**config.mk**
```make
export PLATFORM = sky130hd
export DESIGN_NAME = exc_entry_unit
export DESIGN_NICKNAME = d
export VERILOG_FILES = /design/src/rtl/exc_pkg.sv /design/src/rtl/exc_cause_sel.sv /design/src/rtl/exc_vector_gen.sv /design/src/rtl/exc_state_upd.sv /design/src/rtl/exc_entry_unit.sv
export SDC_FILE = /design/constraint.sdc
export NUM_CORES = 1
export LEC_CHECK = 0
export BUFFER_PORTS_ARGS = -buffer_cell sky130_fd_sc_hd__buf_2
export CAP_MARGIN = 20
export CORE_ASPECT_RATIO = 0.6
export CORE_MARGIN = 1
export CORE_UTILIZATION = 40
export CTS_CLUSTER_DIAMETER = 60
export DETAILED_ROUTE_END_ITERATION = 8
export GPL_TIMING_DRIVEN = 0
export PLACE_DENSITY = 0.67
export SLEW_MARGIN = 5
export SYNTH_ARGS = -nofsm -noshare
export SYNTH_HDL_FRONTEND = slang
export SYNTH_HIERARCHICAL = 1
export SYNTH_SLANG_ARGS = --single-unit
export TNS_END_PERCENT = 50
```
**constraint.sdc**
```tcl
create_clock -name clk -period 8.3 [get_ports clk]
set_input_delay 0.415 -clock clk [delete_from_list [all_inputs] [get_ports clk]]
set_output_delay 0.415 -clock clk [all_outputs]
set_load 0.05 [all_outputs]
```
**src/rtl/exc_pkg.sv**
```systemverilog
package exc_pkg;

    typedef enum logic [1:0] {
        ST_IDLE  = 2'd0,
        ST_TAKEN = 2'd1,
        ST_FAULT = 2'd2
    } exc_state_e;

    // cause numbers the unit treats specially
    localparam int CAUSE_TICK    = 5;
    localparam int CAUSE_ILLEGAL = 7;
    localparam int CAUSE_EXTINT  = 8;
    localparam int CAUSE_SYSCALL = 12;

    // status word bit positions
    localparam int SRB_SM    = 0;
    localparam int SRB_TEE   = 1;
    localparam int SRB_IEE   = 2;
    localparam int SRB_DMMU  = 3;
    localparam int SRB_IMMU  = 4;
    localparam int SRB_HIVEC = 5;
    localparam int SRB_DSX   = 6;

    // power-management bit positions
    localparam int PMB_DOZE  = 0;
    localparam int PMB_SLEEP = 1;

endpackage

```
**src/rtl/exc_cause_sel.sv**
```systemverilog
module exc_cause_sel
    import exc_pkg::*;
#(
    parameter int CAUSE_W     = 4,
    parameter int CAUSE_COUNT = 15
) (
    input  logic               exc_req,
    input  logic [CAUSE_W-1:0] exc_cause,
    input  logic               irq_ext,
    input  logic               irq_tick,
    input  logic               sr_iee,
    input  logic               sr_tee,
    output logic               sel_fire,
    output logic               sel_bad,
    output logic [CAUSE_W-1:0] sel_cause
);
    localparam int CNT_W = CAUSE_W + 1;
    localparam logic [CNT_W-1:0]   LIMIT  = CNT_W'(CAUSE_COUNT);
    localparam logic [CAUSE_W-1:0] C_TICK = CAUSE_W'(CAUSE_TICK);
    localparam logic [CAUSE_W-1:0] C_EXT  = CAUSE_W'(CAUSE_EXTINT);

    logic code_ok;
    assign code_ok = (exc_cause != '0) && ({1'b0, exc_cause} < LIMIT);

    always_comb begin
        sel_fire  = 1'b0;
        sel_bad   = 1'b0;
        sel_cause = '0;
        if (exc_req) begin
            sel_cause = exc_cause;
            if (code_ok) sel_fire = 1'b1;
            else         sel_bad  = 1'b1;
        end else if (irq_tick && sr_tee) begin
            sel_fire  = 1'b1;
            sel_cause = C_TICK;
        end else if (irq_ext && sr_iee) begin
            sel_fire  = 1'b1;
            sel_cause = C_EXT;
        end
    end

    always_comb begin
        if (sel_fire && !exc_req && (sel_cause == C_TICK))
            AST_TICK_NEEDS_TEE: assert (irq_tick && sr_tee);
        if (sel_fire && !exc_req && (sel_cause == C_EXT))
            AST_EXT_NEEDS_IEE: assert (irq_ext && sr_iee && !(irq_tick && sr_tee));
    end

endmodule

```
**src/rtl/exc_vector_gen.sv**
```systemverilog
module exc_vector_gen #(
    parameter int               XLEN      = 32,
    parameter int               CAUSE_W   = 4,
    parameter int               VEC_SHIFT = 8,
    parameter logic [XLEN-1:0]  HI_PREFIX = 32'hF000_0000
) (
    input  logic [CAUSE_W-1:0] cause,
    input  logic [XLEN-1:0]    base,
    input  logic               base_en,
    input  logic               hivec,
    output logic [XLEN-1:0]    vec
);
    logic [XLEN-1:0] slot;

    assign slot = XLEN'(cause) << VEC_SHIFT;

    always_comb begin
        vec = slot;
        if (base_en) vec = vec | base;
        if (hivec)   vec = vec | HI_PREFIX;
    end

endmodule

```
**src/rtl/exc_state_upd.sv**
```systemverilog
module exc_state_upd
    import exc_pkg::*;
#(
    parameter int XLEN  = 32,
    parameter int PMR_W = 8
) (
    input  logic [XLEN-1:0]  pc,
    input  logic [XLEN-1:0]  sr,
    input  logic [PMR_W-1:0] pmr,
    input  logic             dslot,
    input  logic             is_syscall,
    output logic [XLEN-1:0]  epc_nxt,
    output logic [XLEN-1:0]  sr_nxt,
    output logic [PMR_W-1:0] pmr_nxt
);
    localparam logic [XLEN-1:0] STEP = XLEN'(4);

    logic [XLEN-1:0] fwd;
    logic [XLEN-1:0] back;

    assign fwd     = is_syscall ? STEP : '0;
    assign back    = dslot      ? STEP : '0;
    assign epc_nxt = pc + fwd - back;

    always_comb begin
        sr_nxt           = sr;
        sr_nxt[SRB_TEE]  = 1'b0;
        sr_nxt[SRB_IEE]  = 1'b0;
        sr_nxt[SRB_DMMU] = 1'b0;
        sr_nxt[SRB_IMMU] = 1'b0;
        sr_nxt[SRB_SM]   = 1'b1;
        sr_nxt[SRB_DSX]  = dslot;
    end

    always_comb begin
        pmr_nxt            = pmr;
        pmr_nxt[PMB_DOZE]  = 1'b0;
        pmr_nxt[PMB_SLEEP] = 1'b0;
    end

endmodule

```
**src/rtl/exc_entry_unit.sv**
```systemverilog
module exc_entry_unit
    import exc_pkg::*;
#(
    parameter int              XLEN        = 32,
    parameter int              CAUSE_W     = 4,
    parameter int              CAUSE_COUNT = 15,
    parameter int              VEC_SHIFT   = 8,
    parameter int              PMR_W       = 8,
    parameter logic [XLEN-1:0] HI_PREFIX   = 32'hF000_0000
) (
    input  logic               clk,
    input  logic               rst_n,
    input  logic               exc_req,
    input  logic [CAUSE_W-1:0] exc_cause,
    input  logic [XLEN-1:0]    cur_pc,
    input  logic [XLEN-1:0]    cur_sr,
    input  logic [PMR_W-1:0]   cur_pmr,
    input  logic               in_dslot,
    input  logic [XLEN-1:0]    vec_base,
    input  logic               vec_base_en,
    input  logic               irq_ext,
    input  logic               irq_tick,
    output logic               exc_taken,
    output logic               exc_err,
    output logic [CAUSE_W-1:0] taken_cause,
    output logic [XLEN-1:0]    new_pc,
    output logic [XLEN-1:0]    epcr,
    output logic [XLEN-1:0]    eear,
    output logic [XLEN-1:0]    esr,
    output logic [XLEN-1:0]    sr_new,
    output logic [PMR_W-1:0]   pmr_new,
    output logic               resv_kill,
    output logic               dslot_clear
);
    localparam logic [CAUSE_W-1:0] C_ILL = CAUSE_W'(CAUSE_ILLEGAL);
    localparam logic [CAUSE_W-1:0] C_SYS = CAUSE_W'(CAUSE_SYSCALL);

    exc_state_e state_q, state_d;

    logic               sel_fire, sel_bad;
    logic [CAUSE_W-1:0] sel_cause;
    logic [XLEN-1:0]    vec;
    logic [XLEN-1:0]    epc_nxt, sr_nxt;
    logic [PMR_W-1:0]   pmr_nxt;
    logic               dsx_q;

    exc_cause_sel #(
        .CAUSE_W     (CAUSE_W),
        .CAUSE_COUNT (CAUSE_COUNT)
    ) u_sel (
        .exc_req   (exc_req),
        .exc_cause (exc_cause),
        .irq_ext   (irq_ext),
        .irq_tick  (irq_tick),
        .sr_iee    (cur_sr[SRB_IEE]),
        .sr_tee    (cur_sr[SRB_TEE]),
        .sel_fire  (sel_fire),
        .sel_bad   (sel_bad),
        .sel_cause (sel_cause)
    );

    exc_vector_gen #(
        .XLEN      (XLEN),
        .CAUSE_W   (CAUSE_W),
        .VEC_SHIFT (VEC_SHIFT),
        .HI_PREFIX (HI_PREFIX)
    ) u_vec (
        .cause   (sel_cause),
        .base    (vec_base),
        .base_en (vec_base_en),
        .hivec   (cur_sr[SRB_HIVEC]),
        .vec     (vec)
    );

    exc_state_upd #(
        .XLEN  (XLEN),
        .PMR_W (PMR_W)
    ) u_upd (
        .pc         (cur_pc),
        .sr         (cur_sr),
        .pmr        (cur_pmr),
        .dslot      (in_dslot),
        .is_syscall (sel_cause == C_SYS),
        .epc_nxt    (epc_nxt),
        .sr_nxt     (sr_nxt),
        .pmr_nxt    (pmr_nxt)
    );

    // next-state selection: ACCEPT, REJECT or QUIET from any state
    always_comb begin
        if (sel_fire)     state_d = ST_TAKEN;
        else if (sel_bad) state_d = ST_FAULT;
        else              state_d = ST_IDLE;
    end

    always_ff @(posedge clk) begin
        if (!rst_n) state_q <= ST_IDLE;
        else        state_q <= state_d;
    end

    // captured entry data
    always_ff @(posedge clk) begin
        if (!rst_n) begin
            taken_cause <= '0;
            new_pc      <= '0;
            epcr        <= '0;
            eear        <= '0;
            esr         <= '0;
            sr_new      <= '0;
            pmr_new     <= '0;
            dsx_q       <= 1'b0;
        end else if (sel_fire) begin
            taken_cause <= sel_cause;
            new_pc      <= vec;
            epcr        <= epc_nxt;
            esr         <= cur_sr;
            sr_new      <= sr_nxt;
            pmr_new     <= pmr_nxt;
            dsx_q       <= in_dslot;
            if (sel_cause == C_ILL) eear <= cur_pc;
        end
    end

    // state-decoded pulses
    always_comb begin
        exc_taken   = 1'b0;
        exc_err     = 1'b0;
        resv_kill   = 1'b0;
        dslot_clear = 1'b0;
        unique case (state_q)
            ST_IDLE: ;
            ST_TAKEN: begin
                exc_taken   = 1'b1;
                resv_kill   = 1'b1;
                dslot_clear = dsx_q;
            end
            ST_FAULT: exc_err = 1'b1;
            default: ;
        endcase
    end

    AST_ESR_SNAPSHOT: assert property (@(posedge clk) disable iff (!rst_n)
        exc_taken |-> esr == $past(cur_sr));
    AST_EPC_PLAIN: assert property (@(posedge clk) disable iff (!rst_n)
        (exc_taken && !$past(in_dslot) && taken_cause != C_SYS) |-> epcr == $past(cur_pc));
    AST_SUPERVISOR_ENTRY: assert property (@(posedge clk) disable iff (!rst_n)
        exc_taken |-> (sr_new[SRB_SM] && !sr_new[SRB_IEE] && !sr_new[SRB_TEE]));
    AST_POWER_BITS_CLEAR: assert property (@(posedge clk) disable iff (!rst_n)
        exc_taken |-> (!pmr_new[PMB_DOZE] && !pmr_new[PMB_SLEEP]));
    AST_ERR_KEEPS_EPC: assert property (@(posedge clk) disable iff (!rst_n)
        exc_err |-> epcr == $past(epcr));
    AST_SYNC_FIRST: assert property (@(posedge clk) disable iff (!rst_n)
        (exc_taken && $past(exc_req)) |-> taken_cause == $past(exc_cause));
    AST_VEC_LOW_CLEAR: assert property (@(posedge clk) disable iff (!rst_n)
        (exc_taken && !$past(vec_base_en)) |-> new_pc[VEC_SHIFT-1:0] == '0);

endmodule

```
Word-level counts from Yosys, hierarchy flattened:

Cells that the tools add are included.

* bits in registers: 169
* input bits: 115
* logic and storage cells: 43

* $add $sub $neg: 2
* $lt $le $gt $ge: 1
* eq/ne operators: 4
* muxes and demuxes: 18
* bitwise logic cells: 2
* reduce and logical (&&, ||, !) cells: 6

Operators by type and width (number)
* 2-to-1 mux 32 bit: 2
* adder 32 bit: 1
* bitwise OR 12 x 32 -> 32 bit: 1
* subtractor 32 bit: 1
* 2-to-1 mux 4 bit: 3
* 2-to-1 mux 1 bit: 10
* 2-to-1 mux 3 bit: 2
* equality test 4 x 3 -> 1 bit, second input constant: 1
* equality test 4 bit, second input constant: 1
* less-than comparator 4 bit, second input constant: 1
* nonzero test 4 bit: 1
* logical AND 1 bit: 3
* equality test 2 x 1 -> 1 bit, second input constant: 1
* equality test 2 bit, second input constant: 1
* 2-to-1 mux 2 bit: 1
* AND reduction 2 bit: 1
* OR reduction 2 bit: 1
* inverter 1 bit: 1

Logic depth before layout (Yosys ltp):

* depth in word-level cells: 8
* gate-level depth with buffers: 18
* depth with buffers taken out: 18

Cells and area by module:

Netlist, hierarchy kept.

Modules (own cells, without submodules)
* exc_entry_unit: times used 1, cells an instance 606, area each 6708.9 um^2, sequential area each 3503.4 um^2
* exc_state_upd: times used 1, cells an instance 294, area each 2079.5 um^2, sequential area each 0.0 um^2
* exc_vector_gen: times used 1, cells an instance 35, area each 227.7 um^2, sequential area each 0.0 um^2
* exc_cause_sel: times used 1, cells an instance 14, area each 83.8 um^2, sequential area each 0.0 um^2

Least setup slack after synthesis:

OpenSTA, ideal clock, no wires.

* kind: input -> register
* from: input irq_tick
* to: register epcr[30]
* setup time: 0.117 ns
* arrival time: 3.487 ns
* path slack: 4.696 ns
* cell stages on the path: 18
* buffers on the path: 0
* cells stage by stage: nand2_1 > nand3_1 > o21ai_1 > nand2_1 > nor3_1 > inv_1 > fa_1 > inv_1 > ha_1 > or2_4 > a21oi_4 > o21ai_2 > o21a_4 > o41ai_4 > a41oi_2 > xnor2_1 > mux2i_1 > nor2b_1

* cells in the longest elaborated chain, start to end: 7
* elaborated cells on any way between the ends: 9
* classes of those cells: add/sub (2); eq/ne (1); mux (5); reduce/logical (1)

Ends and longest elaborated chain
* from (decl): RTL line exc_entry_unit.sv:22 `input logic irq_tick,`
* logical AND 1 bit: RTL line exc_cause_sel.sv:33 `end else if (irq_tick && sr_tee) begin`
* 2-to-1 mux 4 bit: RTL line exc_cause_sel.sv:33
* 2-to-1 mux 4 bit: RTL line exc_cause_sel.sv:29 `if (exc_req) begin`
* net sel_cause[3]: RTL line exc_entry_unit.sv:41 `logic [CAUSE_W-1:0] sel_cause;`
* equality test 4 bit: RTL line exc_entry_unit.sv:83 `.is_syscall (sel_cause == C_SYS),`
* 2-to-1 mux 3 bit: RTL line exc_state_upd.sv:21 `assign fwd = is_syscall ? STEP : '0;`
* adder 32 bit: RTL line exc_state_upd.sv:23 `assign epc_nxt = pc + fwd - back;`
* subtractor 32 bit: RTL line exc_state_upd.sv:23
* net epc_nxt[30]: RTL line exc_entry_unit.sv:43 `logic [XLEN-1:0] epc_nxt, sr_nxt;`
* to (signal assigned): RTL line exc_entry_unit.sv:115 `epcr <= epc_nxt;`
* to (decl): RTL line exc_entry_unit.sv:27 `output logic [XLEN-1:0] epcr,`

The timed path passes the listed nets, and every way through them passes these cells.
A chain may end at the register's enable or synchronous reset.

Worst setup path after layout:

* from: input cur_sr[1]
* to: register epcr[28]

* cells in the longest elaborated chain, start to end: 7
* elaborated cells on any way between the ends: 9
* classes of those cells: add/sub (2); eq/ne (1); mux (5); reduce/logical (1)

Ends and longest elaborated chain
* from (decl): RTL line exc_entry_unit.sv:16 `input logic [XLEN-1:0] cur_sr,`
* logical AND 1 bit: RTL line exc_cause_sel.sv:33
* 2-to-1 mux 4 bit: RTL line exc_cause_sel.sv:33
* 2-to-1 mux 4 bit: RTL line exc_cause_sel.sv:29
* net sel_cause[3]: RTL line exc_entry_unit.sv:41
* equality test 4 bit: RTL line exc_entry_unit.sv:83
* 2-to-1 mux 3 bit: RTL line exc_state_upd.sv:21
* adder 32 bit: RTL line exc_state_upd.sv:23
* subtractor 32 bit: RTL line exc_state_upd.sv:23
* net epc_nxt[28]: RTL line exc_entry_unit.sv:43

The timed path passes the listed nets, and every way through them passes these cells.

==> results.py <==
metrics = {
    "outcome": {
        "outcome": "complete, no violations",
    },
    "die": {
        "rows": 42,
        "io_pins": 291,
        "die_y_um": 119,
        "die-area_sq_mm": 0.0234,
        "initial_core_util": 0.410,
        "core_sq_mm": 0.0222,
        "die_x_um": 197,
    },
    "clocking": {
        "clk_path_buf_depth": 2,
        "cts_hold_buf": 0,
        "post-cts-setup-buffers": 0,
        "ctsHtreeMaxLevel": 4,
        "clk_pin_slew_ns": 0.07,
        "cts_buffers": 17,
        "cts_sinks": 175,
        "cts_root_buf": "clkbuf_16",
        "cts_resized": 0,
        "clock_latency_ns": 0.42,
        "cts_tree": "built",
    },
    "sta": {
        "worst_slew_pin_slew_ns": 0.756,
        "drv_slew": 0,
        "rsz0062_at_grt": "no",
        "fmax_mhz": 247,
        "fin_skew_ns": 0,
        "final.setup.tns_ns": 0,
        "setup_violations": 0,
        "hold_violations": 0,
        "relSlewSlack": 0.491,
        "period_needed_ns": 4.04,
        "period_share": 0.487,
    },
    "logic_synthesis": {
        "synth_cell_types": 61,
        "synth_cells": 949,
        "yosys_warnings": 6,
        "synth-xor-area-share": 0.0279,
        "ys_async_sr_fraction": 0,
        "syn_area_sq_mm": 0.00910,
        "synth_top_flop_cell": "dfxtp_1",
        "syn_area_per_cell_sq_um": 9.59,
        "muxShareOfSynthArea": 0.190,
        "ys_ff_latch": 175,
        "netlist.top_cell.by_area": "dfxtp_1",
        "synth_fa_ha_area_frac": 0.0434,
        "synth_compound_area_frac": 0.0830,
        "synth_edf_count": 0,
        "synth_simple_gate_area_frac": 0.184,
        "synth_top_cells_by_area": "dfxtp_1 38%, mux2i_1 19%, nor2b_1 9.9%, buf_4 4.2%, ha_1 4.1%",
        "yosys.area.top_type_share": 0.385,
        "ys_seq_area_frac": 0.385,
        "synth_top_family_by_area": "multiplexers",
    },
    "power_and_ir_drop": {
        "comb_power_share": 0.277,
        "p_sw_frac": 0.339,
        "switching_power_mw": 0.831,
        "p_leak_nw": 5.99,
        "power_frac_clock": 0.343,
        "p_per_area_mw_per_mm2": 213,
        "seq_power_share": 0.380,
        "internal_power_mw": 1.62,
        "ir_worst_vdd_mv": 0.137,
    },
    "placed_design": {
        "postPlaceCellArea_sq_mm": 0.0109,
        "gp_congestion": 0.926,
        "dp_hpwl_um": 19900,
        "port_buffers": 281,
        "dp.cells": 1543,
    },
    "cells_and_area": {
        "fin_util": 0.520,
        "final_cell_mix": "295 x buf_2, 175 x dfxtp_1, 173 x mux2i_1, 144 x nor2b_1, 89 x nand2_1",
        "final_area_sq_mm": 0.0115,
        "nets": 1400,
        "layout_commonest_cell": "buf_2",
        "fin_cells": 1576,
        "nFillCells": 2119,
        "area_growth_pct": 26.7,
        "drive_above_1_share": 0.320,
    },
    "routing": {
        "wl_per_cell_um": 16.1,
        "drc_errors": 0,
        "vias_per_cell": 4.80,
        "drtIter0Drc": 382,
        "first_pass_iters": 5,
        "wl_um": 25300,
        "ant_nets": 0,
        "vias": 7559,
    },
    "global_route": {
        "antenna_found_initial": 3,
        "grt_pass1_wl_um": 39300,
        "grt_usage": 0.216,
        "globalRouteOverflowTotal": 0,
        "grt_pass1_vias": 7118,
        "grt_max_degree": 17,
    },
    "critical_path": {
        "end_kind": "register",
        "crit_arrival_ns": 4.41,
        "critical_path.max_fanout": 4,
        "critical_path_class": "primary input to register",
        "cp-start-kind": "primary input",
        "required_ns": 8.67,
    },
    "flow_run": {
        "drv_cap": 0,
    },
    "hold_path": {
        "hold_class": "primary input to register",
    },
}
==> worst paths after layout <==
path              slack (ns)  cells past startpoint        from         end
hold / removal          0.24                      3  cur_pmr[3]  pmr_new[3]
setup / recovery        4.26                     19   cur_sr[1]    epcr[28]
hold reg to reg         0.46                      2    eear[30]    eear[30]
setup reg to reg        7.63                      2    epcr[31]    epcr[31]
==> synth_stat cells, types with 2 or more instances <==
cell      instances
inv_1            35
xor2_1           12
nand4_1           6
nor2b_1         144
a31oi_1           5
buf_2            14
clkbuf_1         15
o211ai_1          6
o21ai_1           5
nor2_1           12
xnor2_1          17
clkbuf_2          2
a21o_1           16
a41oi_2           2
and2_1           32
nand2_1          89
nand3_1           4
mux2i_1         173
ha_1             30
buf_6            11
dfxtp_1         175
o21ai_0          12
o21bai_1          3
a21oi_1          26
buf_4            51
a211oi_1          4
a21boi_0          3
nor3_1            3
conb_1            2
a21oi_2           2
and3_1            7
o22ai_1           2
==> routing by layer <==
metal | global-route usage | part of all wire | vias to the layer above | routed length (um)
met2 | 0.302 | 0.41 | 239 | 10300
met4 | 0.0547 | 0.010 | 4 | 254
met3 | 0.0603 | 0.069 | 24 | 1750
li1 | - | - | 3767 | -
met1 | 0.320 | 0.51 | 3525 | 13000
met5 | 0 | 0.0011 | - | 29
==> sequential cells by signal (all words and copies together), names as in the netlist <==
signal and flops:
dsx_q 1, eear 32, epcr 32, esr 32, new_pc 32, pmr_new 8, sr_new 32, state_q 2
taken_cause 4
==> power by group through the flow <==
| stage | clock network, mW | registers [mW] | logic, mW |
|---|---|---|---|
| 3_3_place_gp | 0 | 0.948 | 0.670 |
| 6_report | 0.841 | 0.932 | 0.680 |
| 3_5_place_dp | 0 | 0.949 | 0.678 |
| 4_1_cts | 0.862 | 0.932 | 0.681 |
| 5_1_grt | 0.894 | 0.938 | 0.726 |
| 2_1_floorplan | 0 | 1.15 | 0.300 |
==> critical path, cell delays in order <==
cell and delay [ns]:
buf_2 0.11, nand2_1 0.13, nand3_1 0.09, o21ai_1 0.50
nand2_1 0.11, nor3_1 0.18, inv_1 0.08, fa_1 0.49
inv_1 0.06, ha_1 0.30, or2_4 0.25, a21oi_4 0.16
o21ai_2 0.11, o31ai_2 0.45, and2b_1 0.28, a41oi_2 0.14
xnor2_1 0.31, mux2i_1 0.13, nor2b_1 0.11
==> per-stage QoR <==
step | setup slack (ns) | power (mW) | hold slack, ns
after CTS | 4.32 | 2.47 | 0.216
after floorplan | 4.70 | 1.45 | 0.474
after detailed placement | 3.87 | 1.63 | 0.448
final | 4.26 | 2.45 | 0.240
after global routing | 4.01 | 2.56 | 0.224
after global placement | 3.92 | 1.62 | 0.441
==> cell type report <==
class,count,area (sq um),share of cell area
Multi-Input combinational cell,650,4840,0.420
Sequential cell,175,3500,0.304
Timing Repair Buffer,281,1410,0.122
Buffer,94,647,0.0561
Clock buffer,20,457,0.0396
Tap cell,308,385,0.0334
Clock inverter,12,158,0.0137
Inverter,35,131,0.0114
Antenna cell,1,2.50,0.000217
==> kinds of logic (layout without fill, tap and decap cells) <==
family | after synthesis | in the layout
multiplexers | 173 | 173
XOR/XNOR | 29 | 29
AO/OA/AOI/OAI | 104 | 104
flip-flops | 175 | 175
other | 2 | 8
adder cells (fa/ha/maj) | 31 | 31
buffers and inverters | 129 | 442
AND/OR/NAND/NOR | 306 | 306
(Power assumes the default switching activity.)
